**src/rtl/bwr_pkg.sv**
```systemverilog
package bwr_pkg;
    typedef enum logic [1:0] {
        ST_IDLE = 2'd0,
        ST_MASK = 2'd1,
        ST_DATA = 2'd2
    } bwr_state_e;

    localparam int HDR_MASK_BIT  = 0;
    localparam int HDR_WIDE_BIT  = 1;
    localparam int HDR_UPPER_BIT = 2;
endpackage

```
**src/rtl/bwr_slot_alloc.sv**
```systemverilog
module bwr_slot_alloc #(
    parameter int SLOTS  = 8,
    parameter int SLOT_W = $clog2(SLOTS),
    parameter int FREE_W = $clog2(SLOTS + 1)
) (
    input  logic              clk,
    input  logic              rst_n,
    input  logic              set_v,
    input  logic [SLOT_W-1:0] set_slot,
    input  logic              rel_v,
    input  logic [SLOT_W-1:0] rel_slot,
    output logic [FREE_W-1:0] free_slot,
    output logic [SLOT_W-1:0] low_slot,
    output logic [SLOT_W-1:0] next_slot,
    output logic              two_free
);
    localparam logic [FREE_W-1:0] FULL_CODE = FREE_W'(SLOTS);

    logic [SLOTS-1:0] occ, occ_n, occ_hide;
    logic [FREE_W-1:0] low_idx, next_idx;

    function automatic logic [FREE_W-1:0] first_zero(input logic [SLOTS-1:0] v);
        logic [FREE_W-1:0] r;
        r = FULL_CODE;
        for (int i = SLOTS - 1; i >= 0; i--) begin
            if (!v[i]) r = FREE_W'(i);
        end
        return r;
    endfunction

    always_comb begin
        occ_n = occ;
        if (rel_v) occ_n[rel_slot] = 1'b0;
        if (set_v) occ_n[set_slot] = 1'b1;
    end

    always_comb begin
        low_idx  = first_zero(occ);
        occ_hide = occ;
        if (low_idx != FULL_CODE) occ_hide[low_idx[SLOT_W-1:0]] = 1'b1;
        next_idx = first_zero(occ_hide);
    end

    assign low_slot  = low_idx[SLOT_W-1:0];
    assign next_slot = next_idx[SLOT_W-1:0];
    assign two_free  = (next_idx != FULL_CODE);

    always_ff @(posedge clk or negedge rst_n) begin
        if (!rst_n) begin
            occ       <= '0;
            free_slot <= '0;
        end else begin
            occ       <= occ_n;
            free_slot <= first_zero(occ_n);
        end
    end

    AST_FULL_CODE: assert property (@(posedge clk) disable iff (!rst_n)
        (free_slot == FULL_CODE) |-> (&occ));
    AST_FREE_IS_FREE: assert property (@(posedge clk) disable iff (!rst_n)
        (free_slot != FULL_CODE) |-> !occ[free_slot[SLOT_W-1:0]]);
    AST_REL_FREES: assert property (@(posedge clk) disable iff (!rst_n)
        (rel_v && !(set_v && set_slot == rel_slot)) |=> !occ[$past(rel_slot)]);
endmodule

```
**src/rtl/bwr_slot_store.sv**
```systemverilog
module bwr_slot_store #(
    parameter int SLOTS  = 8,
    parameter int BEATS  = 16,
    parameter int DATA_W = 16,
    parameter int SLOT_W = $clog2(SLOTS),
    parameter int IDX_W  = $clog2(BEATS)
) (
    input  logic              clk,
    input  logic              rst_n,
    input  logic              data_we,
    input  logic [SLOT_W-1:0] data_slot,
    input  logic [IDX_W-1:0]  data_idx,
    input  logic [DATA_W-1:0] data_val,
    input  logic              init_we,
    input  logic [SLOT_W-1:0] init_slot,
    input  logic              init_upper,
    input  logic              mask_we,
    input  logic [SLOT_W-1:0] mask_slot,
    input  logic [DATA_W-1:0] mask_val,
    input  logic [SLOT_W-1:0] rd_slot,
    input  logic [IDX_W-1:0]  rd_idx,
    output logic [DATA_W-1:0] rd_data,
    output logic [DATA_W-1:0] rd_mask,
    output logic              rd_upper
);
    logic [DATA_W-1:0] words [SLOTS][BEATS];
    logic [DATA_W-1:0] masks [SLOTS];
    logic [SLOTS-1:0]  uppers;

    always_ff @(posedge clk) begin
        if (data_we) words[data_slot][data_idx] <= data_val;
    end

    always_ff @(posedge clk or negedge rst_n) begin
        if (!rst_n) begin
            for (int s = 0; s < SLOTS; s++) masks[s] <= '1;
            uppers <= '0;
        end else begin
            if (init_we) begin
                masks[init_slot]  <= '1;
                uppers[init_slot] <= init_upper;
            end
            if (mask_we) masks[mask_slot] <= mask_val;
        end
    end

    assign rd_data  = words[rd_slot][rd_idx];
    assign rd_mask  = masks[rd_slot];
    assign rd_upper = uppers[rd_slot];

    AST_NO_DUAL_META: assert property (@(posedge clk) disable iff (!rst_n)
        !(init_we && mask_we));
endmodule

```
**src/rtl/burst_wr_rx.sv**
```systemverilog
module burst_wr_rx
    import bwr_pkg::*;
#(
    parameter int SLOTS  = 8,
    parameter int BEATS  = 16,
    parameter int DATA_W = 16,
    parameter int SLOT_W = $clog2(SLOTS),
    parameter int FREE_W = $clog2(SLOTS + 1),
    parameter int IDX_W  = $clog2(BEATS)
) (
    input  logic              clk,
    input  logic              rst_n,
    input  logic              wr_valid,
    input  logic [DATA_W-1:0] wr_data,
    input  logic              rel_valid,
    input  logic [SLOT_W-1:0] rel_slot,
    input  logic [SLOT_W-1:0] rd_slot,
    input  logic [IDX_W-1:0]  rd_beat,
    output logic [FREE_W-1:0] free_slot,
    output logic              free_valid,
    output logic              done,
    output logic              proto_err,
    output logic [DATA_W-1:0] rd_data,
    output logic [DATA_W-1:0] rd_mask,
    output logic              rd_upper
);
    localparam logic [FREE_W-1:0] FULL_CODE = FREE_W'(SLOTS);
    localparam logic [IDX_W-1:0]  LAST_IDX  = IDX_W'(BEATS - 1);

    bwr_state_e        st, st_n;
    logic              half, half_n, f_mask, f_mask_n, f_wide, f_wide_n;
    logic [IDX_W-1:0]  cnt, cnt_n;
    logic [SLOT_W-1:0] slot_a, slot_a_n, slot_b, slot_b_n, cur_slot;
    logic              done_n, err_n;
    logic              data_we, init_we, init_upper, mask_we, set_v;
    logic [SLOT_W-1:0] init_slot, low_slot, next_slot;
    logic              two_free;

    assign cur_slot   = half ? slot_b : slot_a;
    assign free_valid = (st == ST_IDLE) && (free_slot != FULL_CODE);

    bwr_slot_alloc #(.SLOTS(SLOTS), .SLOT_W(SLOT_W), .FREE_W(FREE_W)) u_alloc (
        .clk(clk), .rst_n(rst_n),
        .set_v(set_v), .set_slot(cur_slot),
        .rel_v(rel_valid), .rel_slot(rel_slot),
        .free_slot(free_slot), .low_slot(low_slot),
        .next_slot(next_slot), .two_free(two_free)
    );

    bwr_slot_store #(.SLOTS(SLOTS), .BEATS(BEATS), .DATA_W(DATA_W),
                     .SLOT_W(SLOT_W), .IDX_W(IDX_W)) u_store (
        .clk(clk), .rst_n(rst_n),
        .data_we(data_we), .data_slot(cur_slot), .data_idx(cnt), .data_val(wr_data),
        .init_we(init_we), .init_slot(init_slot), .init_upper(init_upper),
        .mask_we(mask_we), .mask_slot(cur_slot), .mask_val(wr_data),
        .rd_slot(rd_slot), .rd_idx(rd_beat),
        .rd_data(rd_data), .rd_mask(rd_mask), .rd_upper(rd_upper)
    );

    always_ff @(posedge clk or negedge rst_n) begin
        if (!rst_n) begin
            st        <= ST_IDLE;
            half      <= 1'b0;
            f_mask    <= 1'b0;
            f_wide    <= 1'b0;
            cnt       <= '0;
            slot_a    <= '0;
            slot_b    <= '0;
            done      <= 1'b0;
            proto_err <= 1'b0;
        end else begin
            st        <= st_n;
            half      <= half_n;
            f_mask    <= f_mask_n;
            f_wide    <= f_wide_n;
            cnt       <= cnt_n;
            slot_a    <= slot_a_n;
            slot_b    <= slot_b_n;
            done      <= done_n;
            proto_err <= err_n;
        end
    end

    always_comb begin
        st_n       = st;
        half_n     = half;
        f_mask_n   = f_mask;
        f_wide_n   = f_wide;
        cnt_n      = cnt;
        slot_a_n   = slot_a;
        slot_b_n   = slot_b;
        done_n     = 1'b0;
        err_n      = 1'b0;
        data_we    = 1'b0;
        init_we    = 1'b0;
        init_slot  = slot_a;
        init_upper = 1'b0;
        mask_we    = 1'b0;
        set_v      = 1'b0;
        unique case (st)
            ST_IDLE: begin
                if (wr_valid) begin
                    if (!free_valid || (wr_data[HDR_WIDE_BIT] && !two_free)) begin
                        err_n = 1'b1;
                    end else begin
                        f_mask_n   = wr_data[HDR_MASK_BIT];
                        f_wide_n   = wr_data[HDR_WIDE_BIT];
                        slot_a_n   = low_slot;
                        slot_b_n   = next_slot;
                        half_n     = 1'b0;
                        cnt_n      = '0;
                        init_we    = 1'b1;
                        init_slot  = low_slot;
                        init_upper = wr_data[HDR_WIDE_BIT] ? 1'b0 : wr_data[HDR_UPPER_BIT];
                        st_n       = wr_data[HDR_MASK_BIT] ? ST_MASK : ST_DATA;
                    end
                end
            end
            ST_MASK: begin
                if (wr_valid) begin
                    err_n = 1'b1;
                end else begin
                    mask_we = 1'b1;
                    st_n    = ST_DATA;
                end
            end
            ST_DATA: begin
                if (wr_valid) begin
                    err_n = 1'b1;
                end else begin
                    data_we = 1'b1;
                    cnt_n   = cnt + 1'b1;
                    if (cnt == LAST_IDX) begin
                        set_v = 1'b1;
                        cnt_n = '0;
                        if (f_wide && !half) begin
                            half_n     = 1'b1;
                            init_we    = 1'b1;
                            init_slot  = slot_b;
                            init_upper = 1'b1;
                            st_n       = f_mask ? ST_MASK : ST_DATA;
                        end else begin
                            done_n = 1'b1;
                            st_n   = ST_IDLE;
                        end
                    end
                end
            end
            default: st_n = ST_IDLE;
        endcase
    end

    AST_HDR_REJECT_FULL: assert property (@(posedge clk) disable iff (!rst_n)
        (st == ST_IDLE && wr_valid && free_slot == FULL_CODE) |=> (proto_err && st == ST_IDLE));
    AST_MID_STROBE_DROP: assert property (@(posedge clk) disable iff (!rst_n)
        (st != ST_IDLE && wr_valid) |=> (proto_err && cnt == $past(cnt) && st == $past(st)));
    AST_DONE_IN_IDLE: assert property (@(posedge clk) disable iff (!rst_n)
        done |-> (st == ST_IDLE));
    AST_DONE_PULSE: assert property (@(posedge clk) disable iff (!rst_n)
        done |=> !done);
    AST_BUSY_NOT_READY: assert property (@(posedge clk) disable iff (!rst_n)
        (st != ST_IDLE) |-> !free_valid);
endmodule

```
**config.mk**
```make
export PLATFORM = sky130hd
export DESIGN_NAME = burst_wr_rx
export DESIGN_NICKNAME = d
export VERILOG_FILES = /design/src/rtl/bwr_pkg.sv /design/src/rtl/bwr_slot_alloc.sv /design/src/rtl/bwr_slot_store.sv /design/src/rtl/burst_wr_rx.sv
export SDC_FILE = /design/constraint.sdc
export NUM_CORES = 2
export LEC_CHECK = 0
export BUFFER_PORTS_ARGS = -buffer_cell sky130_fd_sc_hd__buf_4
export CORE_ASPECT_RATIO = 0.5
export CORE_MARGIN = 2
export CORE_UTILIZATION = 35
export DETAILED_ROUTE_END_ITERATION = 8
export PLACE_DENSITY = 0.5
export SYNTH_ARGS = -nofsm -noshare
export SYNTH_HDL_FRONTEND = slang
export SYNTH_SLANG_ARGS = --single-unit
export TNS_END_PERCENT = 100
```
**constraint.sdc**
```tcl
create_clock -name clk -period 4.2 [get_ports clk]
set_input_delay 0.42 -clock clk [delete_from_list [all_inputs] [get_ports clk]]
set_output_delay 0.42 -clock clk [all_outputs]
set_load 0.01 [all_outputs]
```
## Word level (Yosys, flattened, before mapping)

Memories as Yosys holds them, arrays and structs flattened.
Index checks and enable logic that the tools add are counted.

| cells by class | value |
|---|---|
| multiplexer cells | 106 |
| order comparisons | 17 |
| bitwise logic cells | 11 |
| equal/unequal tests | 12 |
| reduce and logical (&&, ||, !) cells | 21 |
| add/sub/neg operators | 1 |

Operators with widths:

| cell | number |
|---|---|
| 128-bit two-way mux | 2 |
| 256-bit two-way mux | 1 |
| 128-bit bitwise mux | 1 |
| 128-bit OR | 1 |
| 16-bit two-way mux | 7 |
| 4-bit two-way mux | 28 |
| 16-bit demux with 3-bit select | 2 |
| 16-bit binary-select mux with 4-bit select | 1 |
| 16-bit demux with 4-bit select | 1 |
| 16-bit binary-select mux with 3-bit select | 1 |
| 1-bit two-way mux | 32 |
| 8-bit two-way mux | 3 |
| 3-bit by 4-bit less-than comparator with 1-bit output, second input constant | 5 |
| 3-bit two-way mux | 6 |
| 2-bit two-way mux | 8 |
| 8-bit OR | 2 |
| 1-bit demux with 3-bit select | 4 |
| 3-bit by 1-bit greater-or-equal comparator with 1-bit output, second input constant | 4 |
| 4-bit greater-or-equal comparator, second input constant | 3 |
| 2-bit inequality test, second input constant | 6 |
| 4-bit inequality test, second input constant | 3 |
| 3-bit inverter with 4-bit output | 3 |
| 5-bit greater-or-equal comparator, second input constant | 2 |
| 1-bit logical AND | 10 |
| 25 further kinds | 32 |

| word-level totals | value |
|---|---|
| word-level logic and storage cells | 189 |
| bits in writable memories | 2048 |
| memories kept | 1 |
| bits in registers | 165 |
| input bits | 30 |

Memory list:

| name | words | bits a word | read ports | clocked after Yosys merged registers in | wr ports | line | text |
|---|---|---|---|---|---|---|---|
| u_store.words | 8 | 256 | 1 | 0 | 1 | bwr_slot_store.sv:26 | `logic [DATA_W-1:0] words [SLOTS][BEATS];` |

## Longest topological paths before layout

| logic depth | value |
|---|---|
| depth in word-level cells | 38 |
| depth in mapped cells | 11 |

## By module

From an unflattened synthesis, not the netlist that was laid out.

| unflattened totals | value |
|---|---|
| cell total of the unflattened synthesis | 3693 |
| area total of the unflattened synthesis | 86294.0 µm² |

By module, submodules not included:

| module | cells each | area each (µm²) | instances | sequential area each (µm²) |
|---|---|---|---|---|
| bwr_slot_store | 3463 | 84220.8 | 1 | 65062.4 |
| burst_wr_rx | 111 | 1087.3 | 1 | 425.4 |
| bwr_slot_alloc | 119 | 985.9 | 1 | 300.3 |

## Worst setup path after synthesis

No wires, ideal clock.

| timing | value |
|---|---|
| path kind | input port to output port |
| start point | in rd_slot[0] |
| end point | out rd_data[0] |
| cell stages on the path | 7 |
| arrival time | 2.840 ns |
| setup slack | 0.940 ns |
| data required time | 3.780 ns |
| cells stage by stage | clkbuf_1 > clkbuf_1 > buf_2 > mux4_2 > mux4_2 > mux4_2 > mux2_2 |

| between the ends | value |
|---|---|
| longest elaborated chain between the ends | 4 |

Ends and longest elaborated chain:

| what | line | text |
|---|---|---|
| from (decl) | burst_wr_rx.sv:17 | `input logic [SLOT_W-1:0] rd_slot,` |
| memory 8 x 256 bit | n/a |  |
| 16-bit binary-select mux with 4-bit select | bwr_slot_store.sv:47 | `assign rd_data = words[rd_slot][rd_idx];` |
| 16-bit two-way mux (implied by the code) (2 in a row) | bwr_slot_store.sv:47 |  |
| to (decl) | burst_wr_rx.sv:23 | `output logic [DATA_W-1:0] rd_data,` |

No other way between the ends. The select of a mux whose other input is x is not followed.

## Worst setup path after layout

| timing | value |
|---|---|
| start point | in rd_slot[0] |
| end point | out rd_data[8] |

The elaborated chain is that of the path after synthesis.

==> summary.md <==
| Metric | Value |
|---|---|
| Largest net degree at the start of global routing | 101 |
| Fmax | 0.244 GHz |
| Rel. slew slack | 19.7% |
| Row count | 129 |
| Most common cell after layout, fill and taps aside | edfxtp_1 |
| Post-Synthesis Cell Area | 86700 sq um |
| Busiest layer in global routing | met2 |
| Clock share of power | 40.3% |
| Total CTS buffers | 214 |
| Vias per cell | 5.45 |
| Final wirelength | 237 mm |
| Netlist cell types | 61 |
| Fin crit period | 4090 ps |
| CP Capture Type | output port |
| Nets | 4346 |
| Crit path kind | primary input to output port |
| WP data arrival | 3670 ps |
| Async SR Flop Fraction | 7.46% |
| Post-CTS setup buffer count | 0 |
| Register share of total power | 52.3% |
| Drt pass-1 iters | 6 |
| Die extent in y | 356 um |
| Slew Viols, Final | 0 |
| Design Area, Final | 100000 sq um |
| Worst Tran Pin Value | 1200 ps |
| Hold Vio Cnt, Final | 0 |
| Hold Slack | 92.2 ps |
| FF+latch area | 65800 sq um |
| CTS resizes | 0 |
| Worst-Skew Late Latency | 870 ps |
| Dpl cell area | 93500 sq um |
| Ports | 70 |
| Synthesized area per cell | 22.0 sq um |
| GRT Total Usage | 18.7% |
| VDD IR max | 367 uV |
| NetSw | 10500 uW |
| Global-route wire length before repair | 335 mm |
| Fraction of layout cells with a size suffix above 1 | 35.7% |
| Die area | 252000 sq um |
| Fin crit share | 97.4% |
| Synth Warn # | 0 |
| Met1 Use GR | 26.6% |
| CTS tree | built |
| Drt initial violations | 4468 |
| Synth Net Count | 3986 |
| Worst path required time | 3780 ps |
| Top FF cell, synth | edfxtp_1 |
| Initial antenna violation count | 11 |
| Worst-path clk slew | 60 ps |
| Via count | 42200 |
| Synthesis-to-finish area growth | 15.8% |
| DRC | 0 |
| Clock sinks | 2213 |
| Max cap viols | 0 |
| Die W | 708 um |
| Worst Hold Class | primary input to register |
| Skew final | 70.9 ps |
| Seq/Total Area, Yosys | 75.9% |
| Syn Inst Count | 3948 |
| Sw Share | 22.2% |
| Status | completed |
| Fillers | 21500 |
| Final HPWL DP | 143 mm |
| GR Util met3 | 2.70% |
| Most frequent cells in the layout | 2048 x edfxtp_1, 706 x mux4_2, 363 x nor2_1, 308 x buf_4, 216 x clkbuf_16 |
| Number of global-route vias before repair | 43500 |
| Final worst setup slack | 109 ps |
| Clock root buffer | clkbuf_16 |
| CTS Hold Bufs | 6 |
| PortBufs | 69 |
| Pwr Density | 473 nW/um^2 |
| Internal power | 36900 uW |
| Leak | 0.0318 uW |
| CTS H-tree depth | 4 |
| Setup WS pre-CTS | 73.6 ps |
| Final setup violation count | 0 |
| Top cells by area, synth | edfxtp_1 71%, mux4_2 18%, dfstp_2 3.9% |
| Post-synth EDFFs | 2048 |
| Comb pwr share | 7.5% |
| Startpoint types | primary input |
| Worst-path fanout max | 26 |
| RePlAce Congestion | 0.784 |
| Post-route ant nets | 0 |
| Area of the multi-input gates | 20000 sq um |
| Total Neg Setup Slack | 0 ps |
| M2 GR Usage | 30.8% |
| Grt total ovfl | 0 |
| Routed len/inst | 30.6 um |
| CORE AREA | 247000 sq um |
| Leading area contributor after synthesis | edfxtp_1 |
| Yosys reg bits | 2213 |
| RSZ-0062 raised after global routing | no |
| Post-synth top area share | 70.9% |
| CTS Buffer Depth | 4 |
| Initial Util | 35.1% |
-- cell families (layout without fill, tap and decap cells) --
kind of cell / Yosys count / after routing / share of synthesized area, %
and+or+nand+nor: 497 / 497 / 2.31
adders and majority gates: 8 / 8 / 0.115
DFF: 2213 / 2213 / 75.9
AOI/OAI and AO/OA: 222 / 222 / 1.51
other: 0 / 7 / 0
muxes: 754 / 754 / 19.0
buffers and inverters: 252 / 773 / 1.20
xor gates and xnor gates: 2 / 2 / 0.0202
-- critical path, stage by stage --
cell    delay, ps
buf_8         210
buf_12        280
buf_4         340
mux4_2        620
mux4_2        620
mux4_2        540
mux2_2        380
buf_4         180
-- synth_stat cells, types with 2 or more instances --
cell and number:
a32oi_1 2, o22ai_1 3, a21boi_0 2, nand2_1 48, a21oi_1 126, o21ai_1 2
nand2b_1 8, buf_1 22, nor3b_1 4, o211ai_1 4, a22oi_1 17, dfrtp_1 37
buf_2 56, a211o_1 2, clkbuf_2 10, edfxtp_1 2048, clkbuf_1 146, buf_4 2
a311o_1 2, nor2b_1 2, mux2i_1 5, or3_1 5, nor3_1 4, inv_1 15
nor2_1 391, mux2_2 43, dfstp_2 128, o32ai_1 2, o21ai_0 32, and2_1 3
nand3_1 17, a21o_1 2, a31oi_1 4, ha_1 8, mux4_2 706, a22o_1 2
a32o_1 2, or2_2 7, and3_1 3, o31ai_1 4, xnor2_1 2
-- worst paths after layout --
| check | slack, ps | startpoint | depth (start not counted) | end |
|---|---|---|---|---|
| worst max-delay path | 110 | rd_slot[0] | 8 | rd_data[8] |
| min in group asynchronous | 600 | rst_n | 2 | u_store.masks[116]$_DFF_PN1_ |
| max in group asynchronous | 2880 | rst_n | 3 | u_store.masks[3]$_DFF_PN1_ |
| worst min register to register | 500 | u_store.uppers[7]$_DFFE_PN0P_ | 1 | u_store.uppers[7]$_DFFE_PN0P_ |
| worst max register to register | 900 | st[0]$_DFFE_PN0P_ | 6 | u_store.words[7][2]$_DFFE_PP_ |
| worst min-delay path | 90 | rel_slot[0] | 4 | u_alloc.occ[5]$_DFF_PN0_ |
-- state kept, by name, indices dropped and copies added (netlist names), 2 cells and up --
signal / flops
u_store.words: 2048
slot_a: 3
u_store.masks: 128
u_store.uppers: 8
u_alloc.free_slot: 4
slot_b: 3
cnt: 4
u_alloc.occ: 8
st: 2
-- power by group through the flow --
stage	registers (uW)	logic, uW	clock network, uW
floorplan	25200	1920	0
finish	24800	3550	19100
detailed placement	25300	3590	0
global placement	25200	3530	0
CTS	24800	3610	19600
global route	24800	3780	20400
-- per-layer routing --
metal  up-vias  share of wire, %
met5         -                 0
met4         0               2.1
met3       276               5.4
met2      1384                49
met1     23400                44
li1      17200                 -
-- area by class of cell --
class,count,area share [%]
antenna,7,0.0175
sequential,2213,65.5
tap,3275,4.08
inverter,16,0.0598
multi-input combinational,1483,19.9
timing repair buffer,380,3.65
clock inverter,115,1.16
clock buffer,262,5.60
-- through the flow --
| stage | total power (uW) | cells | util, % |
|---|---|---|---|
| after CTS | 48000 | 7744 | 40.7 |
| after floorplan | 27100 | 3948 | - |
| after global placement | 28800 | 7361 | 37.9 |
| final | 47500 | 7751 | 40.7 |
| after global routing | 49100 | 7744 | 40.7 |
| after detailed placement | 28900 | 7361 | 37.9 |
No activity file was read; power rests on OpenSTA's default activity.
